## config.mk

```make
export PLATFORM = sky130hd
export DESIGN_NAME = mcast_branch_seq
export DESIGN_NICKNAME = d
export VERILOG_FILES = /design/src/rtl/mbrs_pkg.sv /design/src/rtl/mbrs_lowpick.sv /design/src/rtl/mbrs_popcnt.sv /design/src/rtl/mbrs_tracker.sv /design/src/rtl/mcast_branch_seq.sv
export SDC_FILE = /design/constraint.sdc
export NUM_CORES = 1
export LEC_CHECK = 0
export BUFFER_PORTS_ARGS = -buffer_cell sky130_fd_sc_hd__buf_2
export CORE_UTILIZATION = 52
export CTS_CLUSTER_DIAMETER = 80
export DETAILED_ROUTE_END_ITERATION = 10
export MAX_ROUTING_LAYER = met4
export PLACE_DENSITY = 0.86
export SLEW_MARGIN = 20
export SYNTH_ARGS = -nofsm -noshare
export SYNTH_HDL_FRONTEND = slang
export SYNTH_SLANG_ARGS = --single-unit
```

## constraint.sdc

```tcl
create_clock -name clk -period 2.85 [get_ports clk]
set_input_delay 0.4275 -clock clk [delete_from_list [all_inputs] [get_ports clk]]
set_output_delay 0.4275 -clock clk [all_outputs]
set_load 0.05 [all_outputs]
```

## src/rtl/mbrs_pkg.sv

```systemverilog
package mbrs_pkg;
  typedef enum logic {
    SEQ_IDLE  = 1'b0,
    SEQ_ISSUE = 1'b1
  } seq_state_e;
endpackage

```

## src/rtl/mbrs_lowpick.sv

```systemverilog
module mbrs_lowpick #(
  parameter int N = 5,
  parameter int W = 3
) (
  input  logic [N-1:0] vec,
  output logic         any,
  output logic [W-1:0] idx,
  output logic [N-1:0] rest
);
  always_comb begin
    idx = '0;
    for (int i = N - 1; i >= 0; i--) begin
      if (vec[i]) idx = W'(i);
    end
  end

  assign any  = |vec;
  assign rest = vec & ~(N'(1) << idx);
endmodule

```

## src/rtl/mbrs_popcnt.sv

```systemverilog
module mbrs_popcnt #(
  parameter int N  = 5,
  parameter int OW = 3
) (
  input  logic [N-1:0]  vec,
  output logic [OW-1:0] cnt
);
  logic [OW-1:0] part [N+1];

  assign part[0] = '0;
  for (genvar g = 0; g < N; g++) begin : g_add
    assign part[g+1] = part[g] + OW'(vec[g]);
  end

  assign cnt = part[N];
endmodule

```

## src/rtl/mbrs_tracker.sv

```systemverilog
module mbrs_tracker #(
  parameter int CW = 3
) (
  input  logic          clk,
  input  logic          rst,
  input  logic          load,
  input  logic [CW-1:0] load_need,
  input  logic          step,
  output logic          at_last
);
  logic [CW-1:0] need_q;
  logic [CW-1:0] got_q;

  always_ff @(posedge clk) begin
    if (rst) begin
      need_q <= '0;
      got_q  <= '0;
    end else if (load) begin
      need_q <= load_need;
      got_q  <= '0;
    end else if (step) begin
      got_q  <= got_q + 1'b1;
    end
  end

  assign at_last = ({1'b0, got_q} + 1'b1) == {1'b0, need_q};
endmodule

```

## src/rtl/mcast_branch_seq.sv

```systemverilog
module mcast_branch_seq #(
  parameter int NUM_PORTS = 5,
  parameter int CNT_W     = 3,
  parameter int PORT_W    = (NUM_PORTS > 1) ? $clog2(NUM_PORTS) : 1
) (
  input  logic                 clk,
  input  logic                 rst,
  input  logic                 head_valid,
  input  logic [NUM_PORTS-1:0] head_mask,
  input  logic [CNT_W-1:0]     head_count,
  input  logic                 req_grant,
  output logic                 req_valid,
  output logic [PORT_W-1:0]    req_port,
  output logic                 done,
  output logic                 buf_free,
  output logic                 credit_out,
  output logic                 count_err,
  output logic                 busy
);
  import mbrs_pkg::*;

  localparam int PC_W = (CNT_W > $clog2(NUM_PORTS + 1)) ? CNT_W : $clog2(NUM_PORTS + 1);

  seq_state_e           state_q;
  logic [NUM_PORTS-1:0] pend_q;
  logic                 credit_q;
  logic                 err_q;

  logic                 pend_any;
  logic [PORT_W-1:0]    pend_idx;
  logic [NUM_PORTS-1:0] pend_rest;
  logic [PC_W-1:0]      mask_pop;
  logic                 at_last;
  logic                 accept;
  logic                 take;
  logic                 last_grant;
  logic                 active;

  mbrs_lowpick #(.N(NUM_PORTS), .W(PORT_W)) u_pick (
    .vec  (pend_q),
    .any  (pend_any),
    .idx  (pend_idx),
    .rest (pend_rest)
  );

  mbrs_popcnt #(.N(NUM_PORTS), .OW(PC_W)) u_pop (
    .vec (head_mask),
    .cnt (mask_pop)
  );

  assign active     = (state_q == SEQ_ISSUE);
  assign accept     = !active && head_valid;
  assign req_valid  = active && pend_any;
  assign take       = req_valid && req_grant;
  assign last_grant = take && (at_last || !(|pend_rest));

  mbrs_tracker #(.CW(CNT_W)) u_trk (
    .clk       (clk),
    .rst       (rst),
    .load      (accept),
    .load_need (head_count),
    .step      (take),
    .at_last   (at_last)
  );

  assign done       = active && (!pend_any || last_grant);
  assign buf_free   = done;
  assign req_port   = pend_idx;
  assign credit_out = credit_q;
  assign count_err  = err_q;
  assign busy       = active;

  always_ff @(posedge clk) begin
    if (rst) begin
      state_q  <= SEQ_IDLE;
      pend_q   <= '0;
      credit_q <= 1'b0;
      err_q    <= 1'b0;
    end else begin
      credit_q <= done;
      err_q    <= accept && ((head_mask == '0) || (mask_pop != PC_W'(head_count)));
      if (accept) begin
        state_q <= SEQ_ISSUE;
        pend_q  <= head_mask;
      end else if (active) begin
        if (done) begin
          state_q <= SEQ_IDLE;
          pend_q  <= '0;
        end else if (take) begin
          pend_q  <= pend_rest;
        end
      end
    end
  end

  // after a non-final grant the next request is for a higher port
  p_ascending_r2: assert property (@(posedge clk) disable iff (rst)
    (req_valid && req_grant && !done) |=> (req_valid && (req_port > $past(req_port))));

  // an ungranted request repeats on the same port
  p_repeat_r3: assert property (@(posedge clk) disable iff (rst)
    (req_valid && !req_grant) |=> (req_valid && $stable(req_port)));

  // completion is followed by exactly one credit
  p_credit_after_done_r4: assert property (@(posedge clk) disable iff (rst)
    done |=> credit_out);

  p_credit_only_after_done_r4: assert property (@(posedge clk) disable iff (rst)
    credit_out |-> $past(done));

  // no request and no completion while idle
  p_idle_quiet_r1: assert property (@(posedge clk) disable iff (rst)
    !busy |-> (!req_valid && !done));

  // the error pulse only follows a taken flit
  p_err_busy_r7: assert property (@(posedge clk) disable iff (rst)
    count_err |-> busy);

  // an empty pending set completes without a request
  p_empty_done_r9: assert property (@(posedge clk) disable iff (rst)
    (busy && !req_valid) |-> done);
endmodule

```

==> qor.csv <==
metric;value;unit
synth_most_common_cell;dfxtp_1;
startpoint;head_mask[0];
ys.flop_type;dfxtp_1;
die_height;44.26;µm
clk_latency;0.29;ns
cts_root_buf;clkbuf_4;
post-route-util;65.62;%
period_share;85.62;%
syn_to_final_growth;12.67;%
finalPower;518.0;µW
hold_viol;0;
insertedDiodeCount;0;
vias;796;
synthTopCellsByArea;dfxtp_1, ha_1, inv_1;
postRouteAntennaNets;0;
place_hpwl;1.466;mm
postCtsHoldBufs;0;
wl;1.901;mm
clkPwrFrac;27.9;%
synth_seq_cells;14;
cts_buffers;3;
fp.dieW;44.26;µm
drt_first_iter_violations;15;
syn_inst;107;
cts_buffer_depth;2;
path_clk_slew;0.09;ns
ff2ff_path_depth;4;
cts_resized;0;
worstMarginPinSlew;0.4270;ns
comb_power_share;29.3;%
r2r_end;pend_q[2]$_SDFFE_PP0P_;
rsz0062_at_grt;no;
switching_share;34.60;%
drive_gt1_share;23.58;%
dp_cells;143;
row_count;14;
switchingPower;179.2;µW
cp.required;3.03;ns
antenna_found_initial;0;
fin_skew;0.006972;ns
fin_tns_setup;0;ns
ys_types;36;
yosysSeqAreaShare;30.19;%
crit_fanout;3;
grt_max_degree;16;
synth_edf_count;0;
arrival;2.62;ns
synth.top_cell.area_share;30.19;%
ios;21;
r2r-start;pend_q[1]$_SDFFE_PP0P_;
whs_path_depth;3;
avgSynthCellArea;8.677;µm²
power_density;495.2;nW/µm²
grt_pass1_vias;692;
fin_cells;147;
yosys_warnings;0;
async_flop_share;0;%
worstSetupStartpointType;input port;
firstDrtPassIters;6;
p_int;338.8;µW
rrSetupSlack;1.19;ns
io_buffers;20;
start_util;58.24;%
status;finished, final reports clean;
irDropWorstVdd;0.4482;mV
h-tree-depth;1;
drv_cap;0;
synth_top_cell_by_area;dfxtp_1;
p_leak;0.4602;nW
min_period;2.440;ns
gp_congestion;0.7757;
syn_area;928.4;µm²
crit_end;count_err$_SDFF_PP0_;
holdCritPathClass;input port to flip-flop;
postCtsSetupBuffers;0;
fin_nets;143;
ys_top_cells_by_count;dfxtp_1, inv_1, nand2_1, nor3_1;
dieArea;1959;µm²
fillers;136;
grt_use_total;22.20;%
grt_overflow;0;
max-slew-margin-rel;70.72;%
pwr-share-seq;42.8;%
finalSetupViolCount;0;
crit_type;input port to flip-flop;
max_freq;409.8;MHz
clock_sinks;14;
worstSetupEndpointType;flip-flop;
drv_slew;0;
cts_tree;built;
post-route-drc-count;0;
timing.hold.ws;0.4012;ns
core;1594;µm²
wl_per_cell;12.93;µm
synth_nets;126;
grt_pass1_wl;3.077;mm
via_per_inst;5.415;
sequential cells by signal (all words and copies together) (netlist names):
name / flops
u_trk.need_q: 3
pend_q: 5
u_trk.got_q: 3
credit_out: 1
count_err: 1
busy: 1
power groups by stage:
| stage | Sequential [mW] | Clock [mW] | Combinational, mW |
|---|---|---|---|
| after detailed placement | 0.226 | 0 | 0.152 |
| final | 0.222 | 0.144 | 0.152 |
| after global placement | 0.225 | 0 | 0.144 |
| after floorplan | 0.227 | 0 | 0.119 |
| after CTS | 0.221 | 0.149 | 0.152 |
| after global routing | 0.223 | 0.154 | 0.167 |
layout by cell type (no fill, tap or decap), drive strengths merged:
cell / count
xor2: 4
a2111oi: 2
or4: 1
ha: 5
a22oi: 5
o211ai: 1
nand2b: 1
inv: 11
fa: 2
o31ai: 1
a21o: 2
mux2i: 2
nor2: 5
nor2b: 1
a31oi: 2
clkbuf: 4
or2: 1
nor3b: 1
buf: 21
nor4: 1
nand2: 10
o2111ai: 2
xnor3: 1
xnor2: 2
a21oi: 5
nor3: 7
a21boi: 1
nand3: 1
o32ai: 3
dfxtp: 14
o21ai: 4
worst max-delay path, cell delays in order:
cell     delay [ns]
buf_2          0.10
inv_1          0.05
ha_1           0.27
inv_1          0.08
fa_1           0.42
inv_1          0.07
ha_1           0.13
inv_1          0.04
fa_1           0.50
xor2_1         0.16
o21ai_0        0.10
nor3_1         0.20
nor3_1         0.06
metrics by stage:
step,setup slack [ns],instance area [µm²]
floorplan,0.03663,928.4
global placement,0.2479,1010
detailed placement,0.08423,1010
CTS,0.4097,1046
global route,0.2650,1046
finish,0.4098,1046
layer usage:
metal / track usage [%] / part of all wire (%) / up-vias / wire, µm
li1: - / - / 405 / -
met1: 26.40 / 44 / 370 / 843
met2: 35.29 / 51 / 17 / 966
met3: 7.347 / 3.9 / 4 / 75
met4: 7.273 / 0.79 / 0 / 15
met5: - / 0 / - / 0
area by class of cell:
cell class,instances,area [µm²],area share (%)
clock buffers,4,36.28,3.469
repair buffers,21,107.6,10.29
well taps,24,30.03,2.871
multi-input cells,73,550.5,52.63
inverters,11,41.29,3.947
flip-flops and latches,14,280.3,26.79
worst min-delay path by stage:
stage	to	start
after floorplan	u_trk.need_q[2]$_SDFFE_PP0P_	u_trk.need_q[2]$_SDFFE_PP0P_
after detailed placement	u_trk.need_q[2]$_SDFFE_PP0P_	u_trk.need_q[2]$_SDFFE_PP0P_
after CTS	u_trk.need_q[2]$_SDFFE_PP0P_	head_count[2]
after global placement	u_trk.need_q[2]$_SDFFE_PP0P_	u_trk.need_q[2]$_SDFFE_PP0P_
final	u_trk.need_q[1]$_SDFFE_PP0P_	head_count[1]
after global routing	u_trk.need_q[2]$_SDFFE_PP0P_	head_count[2]
cells by family (layout without fill, tap and decap cells):
| kind of cell | after synthesis | in the layout | synth area share [%] |
|---|---|---|---|
| AO/OA/AOI/OAI | 28 | 28 | 22.37 |
| XOR/XNOR | 7 | 7 | 8.086 |
| adder cells (fa/ha/maj) | 7 | 7 | 11.05 |
| buffers and inverters | 20 | 36 | 10.51 |
| flip-flops | 14 | 14 | 30.19 |
| multiplexers | 2 | 2 | 2.156 |
| AND/OR/NAND/NOR | 29 | 29 | 15.64 |
No activity file was read; power rests on OpenSTA's default activity.
